File: src/rtl/sbus_wake_pkg.sv
package sbus_wake_pkg;

  localparam logic [1:0] SEL_CTRL = 2'd0;
  localparam logic [1:0] SEL_SVA  = 2'd1;
  localparam logic [1:0] SEL_DATA = 2'd2;
  localparam logic [1:0] SEL_STAT = 2'd3;

  typedef enum logic [1:0] {
    CKS_EXT0 = 2'd0,
    CKS_EXT1 = 2'd1,
    CKS_TMR  = 2'd2,
    CKS_PRE  = 2'd3
  } cks_e;

  typedef struct packed {
    logic       en;
    logic       wake;
    logic [2:0] mode;
    logic [1:0] cks;
  } ctrl_t;

  function automatic logic [7:0] ctrl_to_byte(ctrl_t c, logic match);
    return {c.en, match & c.en, c.wake, c.mode, c.cks};
  endfunction

  function automatic ctrl_t byte_to_ctrl(logic [7:0] d);
    ctrl_t c;
    c.en   = d[7];
    c.wake = d[5];
    c.mode = d[4:2];
    c.cks  = d[1:0];
    return c;
  endfunction

  function automatic logic is_bus(ctrl_t c);
    return c.mode[2];
  endfunction

endpackage

File: src/rtl/sbus_regs.sv
module sbus_regs
  import sbus_wake_pkg::*;
#(
  parameter int DW = 8
) (
  input  logic          clk,
  input  logic          rst_n,
  input  logic          cpu_wr,
  input  logic [1:0]    cpu_sel,
  input  logic [DW-1:0] cpu_wdata,
  input  logic          match_flag,
  output logic [DW-1:0] cpu_rdata,
  output ctrl_t         ctrl,
  output logic [DW-1:0] sva,
  output logic [DW-1:0] tx_byte,
  output logic          tx_load,
  output logic          err
);

  logic wr_ctrl, wr_sva, wr_data, wr_stat, data_blocked;
  assign wr_ctrl      = cpu_wr && (cpu_sel == SEL_CTRL);
  assign wr_sva       = cpu_wr && (cpu_sel == SEL_SVA);
  assign wr_data      = cpu_wr && (cpu_sel == SEL_DATA);
  assign wr_stat      = cpu_wr && (cpu_sel == SEL_STAT);
  assign data_blocked = wr_data && ctrl.wake;

  always_ff @(posedge clk) begin
    if (!rst_n) begin
      ctrl    <= '0;
      sva     <= '0;
      tx_byte <= '0;
      tx_load <= 1'b0;
      err     <= 1'b0;
    end else begin
      tx_load <= 1'b0;
      if (wr_ctrl) ctrl <= byte_to_ctrl(cpu_wdata);
      if (wr_sva)  sva  <= cpu_wdata;
      if (data_blocked) begin
        err <= 1'b1;
      end else if (wr_data) begin
        tx_byte <= cpu_wdata;
        tx_load <= 1'b1;
      end
      if (wr_stat && cpu_wdata[0]) err <= 1'b0;
    end
  end

  always_comb begin
    unique case (cpu_sel)
      SEL_CTRL: cpu_rdata = ctrl_to_byte(ctrl, match_flag);
      SEL_SVA:  cpu_rdata = sva;
      SEL_DATA: cpu_rdata = tx_byte;
      default:  cpu_rdata = {{(DW-1){1'b0}}, err};
    endcase
  end

  // a blocked data write leaves the transmit byte and raises the error
  p_wdata_blocked_r9: assert property (@(posedge clk) disable iff (!rst_n)
    data_blocked |=> (tx_byte == $past(tx_byte)) && err && !tx_load);

  // the error bit stays set until cleared by the status port
  p_err_sticky_r9: assert property (@(posedge clk) disable iff (!rst_n)
    (err && !(wr_stat && cpu_wdata[0])) |=> err);

  // a control write never alters bits other than through the field map
  p_ctrl_hold_r2: assert property (@(posedge clk) disable iff (!rst_n)
    !wr_ctrl |=> $stable(ctrl));

endmodule

File: src/rtl/sbus_clk_sel.sv
module sbus_clk_sel
  import sbus_wake_pkg::*;
#(
  parameter int DIV = 16
) (
  input  logic       clk,
  input  logic       rst_n,
  input  logic       en,
  input  logic       bus,
  input  logic [1:0] cks,
  input  logic       ext_tick,
  input  logic       tmr_tick,
  input  logic       pre_tick,
  output logic       shift_tick
);

  localparam int CW = (DIV > 1) ? $clog2(DIV) : 1;
  localparam logic [CW-1:0] LAST = CW'(DIV - 1);

  logic          div_active, div_wrap;
  logic [CW-1:0] div_cnt;

  assign div_active = en && bus && (cks == CKS_TMR);
  assign div_wrap   = div_active && tmr_tick && (div_cnt == LAST);

  always_ff @(posedge clk) begin
    if (!rst_n || !div_active) begin
      div_cnt <= '0;
    end else if (tmr_tick) begin
      div_cnt <= div_wrap ? '0 : div_cnt + 1'b1;
    end
  end

  always_comb begin
    shift_tick = 1'b0;
    if (en) begin
      unique case (cks)
        CKS_EXT0, CKS_EXT1: shift_tick = ext_tick;
        CKS_PRE:            shift_tick = pre_tick;
        default:            shift_tick = bus ? div_wrap : tmr_tick;
      endcase
    end
  end

  // no tick leaves a disabled channel
  p_tick_enabled_r3: assert property (@(posedge clk) disable iff (!rst_n)
    shift_tick |-> en);

  // in divided mode every tick coincides with a timer tick
  p_div_source_r4: assert property (@(posedge clk) disable iff (!rst_n)
    (div_active && shift_tick) |-> tmr_tick);

  // the divider restarts from zero once the divided mode is left
  p_div_restart_r4: assert property (@(posedge clk) disable iff (!rst_n)
    !div_active |=> (div_cnt == '0));

endmodule

File: src/rtl/sbus_match.sv
module sbus_match
  import sbus_wake_pkg::*;
#(
  parameter int DW = 8
) (
  input  logic          clk,
  input  logic          rst_n,
  input  logic          en,
  input  logic          wake,
  input  logic          bus,
  input  logic [DW-1:0] sva,
  input  logic          rx_done,
  input  logic [DW-1:0] rx_byte,
  input  logic          start_det,
  output logic          match_flag,
  output logic          irq
);

  logic armed, addr_hit, wake_gate, irq_next;

  assign addr_hit  = (rx_byte == sva);
  assign wake_gate = wake && bus;
  assign irq_next  = en && rx_done && (!wake_gate || (armed && addr_hit));

  always_ff @(posedge clk) begin
    if (!rst_n || !en) begin
      armed      <= 1'b0;
      match_flag <= 1'b0;
      irq        <= 1'b0;
    end else begin
      irq <= irq_next;
      if (rx_done) match_flag <= addr_hit;
      if (start_det)    armed <= 1'b1;
      else if (rx_done) armed <= 1'b0;
    end
  end

  // every request follows a received byte
  p_irq_cause_r5: assert property (@(posedge clk) disable iff (!rst_n)
    irq |-> $past(rx_done));

  // a byte outside the armed window never wakes the bus mode
  p_wake_first_r6: assert property (@(posedge clk) disable iff (!rst_n)
    (en && wake_gate && rx_done && !armed) |=> !irq);

  // the match flag is cleared while disabled
  p_flag_off_r8: assert property (@(posedge clk) disable iff (!rst_n)
    !en |=> !match_flag);

  // a disabled channel raises no request
  p_irq_off_r10: assert property (@(posedge clk) disable iff (!rst_n)
    !en |=> !irq);

endmodule

File: src/rtl/sbus_wake_ctrl.sv
module sbus_wake_ctrl
  import sbus_wake_pkg::*;
#(
  parameter int DW  = 8,
  parameter int DIV = 16
) (
  input  logic          clk,
  input  logic          rst_n,
  input  logic          cpu_wr,
  input  logic [1:0]    cpu_sel,
  input  logic [DW-1:0] cpu_wdata,
  output logic [DW-1:0] cpu_rdata,
  input  logic          rx_done,
  input  logic [DW-1:0] rx_byte,
  input  logic          start_det,
  input  logic          ext_tick,
  input  logic          tmr_tick,
  input  logic          pre_tick,
  output logic          shift_tick,
  output logic          bus_mode,
  output logic          lane_sel,
  output logic [DW-1:0] tx_byte,
  output logic          tx_load,
  output logic          irq
);

  ctrl_t         ctrl;
  logic [DW-1:0] sva;
  logic          match_flag, err;

  assign bus_mode = is_bus(ctrl);
  assign lane_sel = is_bus(ctrl) && ctrl.mode[1];

  sbus_regs #(.DW(DW)) u_regs (
    .clk(clk), .rst_n(rst_n), .cpu_wr(cpu_wr), .cpu_sel(cpu_sel),
    .cpu_wdata(cpu_wdata), .match_flag(match_flag), .cpu_rdata(cpu_rdata),
    .ctrl(ctrl), .sva(sva), .tx_byte(tx_byte), .tx_load(tx_load), .err(err)
  );

  sbus_clk_sel #(.DIV(DIV)) u_clk (
    .clk(clk), .rst_n(rst_n), .en(ctrl.en), .bus(bus_mode), .cks(ctrl.cks),
    .ext_tick(ext_tick), .tmr_tick(tmr_tick), .pre_tick(pre_tick),
    .shift_tick(shift_tick)
  );

  sbus_match #(.DW(DW)) u_match (
    .clk(clk), .rst_n(rst_n), .en(ctrl.en), .wake(ctrl.wake), .bus(bus_mode),
    .sva(sva), .rx_done(rx_done), .rx_byte(rx_byte), .start_det(start_det),
    .match_flag(match_flag), .irq(irq)
  );

  // the data-line choice only shows in two-wire mode
  p_lane_r11: assert property (@(posedge clk) disable iff (!rst_n)
    lane_sel |-> bus_mode);

endmodule

File: config.mk
export PLATFORM = sky130hd
export DESIGN_NAME = sbus_wake_ctrl
export DESIGN_NICKNAME = d
export VERILOG_FILES = /design/src/rtl/sbus_wake_pkg.sv /design/src/rtl/sbus_regs.sv /design/src/rtl/sbus_clk_sel.sv /design/src/rtl/sbus_match.sv /design/src/rtl/sbus_wake_ctrl.sv
export SDC_FILE = /design/constraint.sdc
export NUM_CORES = 1
export LEC_CHECK = 0
export CORE_MARGIN = 2
export CORE_UTILIZATION = 40
export CTS_CLUSTER_DIAMETER = 50
export DETAILED_ROUTE_END_ITERATION = 16
export MAX_ROUTING_LAYER = met4
export PLACE_DENSITY = 0.7
export SETUP_SLACK_MARGIN = 0.5
export SYNTH_ARGS = -nofsm -noshare
export SYNTH_HDL_FRONTEND = slang
export SYNTH_SLANG_ARGS = --single-unit
File: constraint.sdc
create_clock -name clk -period 3.6 [get_ports clk]
set_clock_uncertainty 0.1 [all_clocks]
set_input_delay 0.54 -clock clk [delete_from_list [all_inputs] [get_ports clk]]
set_output_delay 0.54 -clock clk [all_outputs]
set_load 0.01 [all_outputs]
==> impl_metrics.py <==
metrics = {
    "final_layout": {
        "fill_cells": 339,
        "fin_nets": 262,
        "drive_above_1_share": 0.0851,
        "area_delta_synth_final_pct": 40.5,
        "finalNonFillerCells": 283,
        "final_util": 0.591,
        "antenna_cells": 0,
    },
    "route": {
        "drt_iter0_drc": 43,
        "viasPerCell": 5.06,
        "drtPass1Iterations": 4,
        "wl_per_cell_um": 13.7,
        "drtAntennaViolNets": 0,
        "drc": 0,
        "num_vias": 1433,
        "postRouteWirelength_um": 3870,
    },
    "grt": {
        "grt_pass1_wl_um": 6420,
        "use_met3": 0.0574,
        "gr-usage-met1": 0.254,
        "grt_remaining_overflow": 0,
        "top_usage_layer": "met2",
        "track_usage": 0.201,
        "grt_antenna_before_repair": 0,
        "met2_usage": 0.305,
        "grt_max_degree": 29,
        "grt_pass1_vias": 1358,
    },
    "synthesis": {
        "ys_seq_elements": 32,
        "synth_async_sr_flop_share": 0,
        "syn-num-nets": 209,
        "muxShareOfSynthArea": 0.111,
        "synth_area_per_cell_um2": 8.58,
        "synth_area_um2": 1560,
        "synth_area_leaders": "dfxtp_1, nand2_1, mux2i_1",
        "synthAdderAreaFrac": 0.00801,
        "synth.distinct_cells": 33,
        "synth-compound-area-share": 0.147,
        "synth-edff-count": 0,
        "synth_top_family_by_area": "simple AND/OR/NAND/NOR gates",
        "ys_seq_area_frac": 0.410,
        "yosys_most_used_dff": "dfxtp_1",
        "synth_top_area_frac": 0.410,
        "synthCells": 182,
        "synth-warning-count": 0,
        "synthXorXnorAreaFrac": 0.0505,
        "synth_largest_area_cell": "dfxtp_1",
        "synth-simple-area-share": 0.236,
    },
    "critical_path": {
        "crit_chain": "clkdlybuf4s50_1 -> buf_4 -> nor2_1 -> a21oi_1 -> o21ai_0 -> clkdlybuf4s50_1",
        "crit_slowest_cell": "clkdlybuf4s50_1",
        "crit_family": "buffers and inverters",
        "critPathCaptureType": "output pin",
        "critPathBufInv": 3,
        "cp_common_cell": "clkdlybuf4s50_1",
        "path_class": "in2out",
        "crit_fanout": 9,
        "max_stage_delay_ps": 580,
        "critPathRequiredTime_ps": 2960,
        "arrival_ps": 2230,
        "setup.worst_path.start_class": "input port",
    },
    "sta": {
        "slew_viol_final": 0,
        "finalSetupTns_ps": 0,
        "hold_violations": 0,
        "slew_headroom": 0.583,
        "setup_viol": 0,
        "fin_ws_ps": 734,
        "finalCritPeriodShare": 0.796,
        "finalCriticalPeriod_ps": 2870,
        "clock.fmax_mhz": 349,
        "worstMarginPinSlew_ps": 625,
        "rsz0062_at_grt": "false",
    },
    "floorplan": {
        "initial_core_util": 0.420,
        "fp.dieH_um": 66.5,
        "die_area_um2": 4420,
        "row_count": 22,
        "core_area_um2": 3720,
        "die_w_um": 66.5,
        "boundaryPins": 47,
    },
    "flow_run": {
        "cap_violations": 0,
    },
    "power_and_ir_drop": {
        "p_total_mw": 0.780,
        "p_per_area_nw_per_um2": 355,
        "leakage_nw": 0.797,
        "peakVddDrop_mv": 0.175,
    },
    "clocking": {
        "clock_sinks": 32,
        "cts_max_level": 2,
        "clk_latency_ps": 280,
        "cts_made_buffers": 5,
        "clock_path_buffers": 2,
        "ctsHoldBuffers": 0,
        "clk_pin_slew_ps": 60,
        "cts_root_buf": "clkbuf_8",
        "cts_tree": "done",
    },
    "place": {
        "post-place-ws_ps": 496,
        "dp.cells": 272,
        "dpl.hpwl_um": 2760,
        "gp_congestion": 0.789,
        "port_buffers": 46,
    },
    "worst_hold_path": {
        "hold_class": "reg2reg",
    },
    "outcome": {
        "status": "finished clean",
    },
}
cells in the final DEF (no fill, tap or decap), drive strengths merged, types with 2 or more instances in the layout:
master         count
a21boi            16
a21oi              8
and2               2
buf                9
clkbuf             7
clkdlybuf4s50     45
dfxtp             32
mux2i             14
nand2             40
nand3             11
nand4              2
nor2               7
nor2b              9
o21ai              9
or3                2
xnor2              7
xor2               2
state kept, by name, indices dropped and copies added (netlist names):
register / cells
u_regs.ctrl: 7
u_regs.tx_byte: 8
u_match.armed: 1
u_regs.tx_load: 1
u_regs.sva: 8
u_clk.div_cnt: 4
u_match.match_flag: 1
u_regs.err: 1
u_match.irq: 1
synth_stat cells, types with 2 or more instances:
| master | number |
|---|---|
| nand2_1 | 40 |
| dfxtp_1 | 32 |
| a21boi_0 | 14 |
| mux2i_1 | 14 |
| nand3_1 | 11 |
| o21ai_0 | 9 |
| a21oi_1 | 8 |
| nor2b_1 | 8 |
| xnor2_1 | 7 |
| nor2_1 | 6 |
| clkbuf_1 | 4 |
| buf_4 | 3 |
| a21boi_1 | 2 |
| and2_1 | 2 |
| nand4_1 | 2 |
| or3_1 | 2 |
| xor2_1 | 2 |
logic make-up after synthesis:
| family | after synthesis |
|---|---|
| AND/OR/NAND/NOR | 78 |
| AO/OA/AOI/OAI | 36 |
| flip-flops | 32 |
| multiplexers | 16 |
| buffers and inverters | 10 |
| XOR/XNOR | 9 |
| adder cells (fa/ha/maj) | 1 |
report_power, final:
part | switching [mW] | internal [mW]
Combinational | 0.0458 | 0.0634
Sequential | 0.00928 | 0.363
Clock | 0.128 | 0.170
timing repair:
| action | in CTS | in global routing |
|---|---|---|
| endpoints found under the setup margin | 4 | 8 |
| resized for setup | 0 | 1 |
| setup buffers | 4 | 0 |
metrics by stage:
stage | hold WS, ps | cell area (µm²)
global placement | 345 | 2070
finish | 359 | 2190
CTS | 362 | 2190
global route | 400 | 2190
floorplan | 326 | 1560
detailed placement | 346 | 2070
layout make-up:
class	count	area [µm²]	area share
flip-flops and latches	32	641	0.292
repair buffers	55	531	0.242
well taps	48	60.1	0.0274
multi-input cells	140	863	0.393
inverters	1	3.75	0.00171
clock buffers	7	96.3	0.0439
layer usage:
metal  vias to the layer above  routed length [µm]
met3                         7                 249
li1                        724                   -
met5                         -                   0
met2                        45                1680
met1                       657                1880
met4                         0                  53
final timing paths:
check / startpoint / to / slack [ps] / cells after the start
min reg2reg: u_match.armed / u_match.irq / 360 / 1
max reg2reg: u_regs.ctrl[6] / u_clk.div_cnt[3] / 2310 / 3
max: cpu_sel[0] / cpu_rdata[6] / 730 / 6
min: u_match.armed / u_match.irq / 360 / 1
No activity file was read; power rests on OpenSTA's default activity.
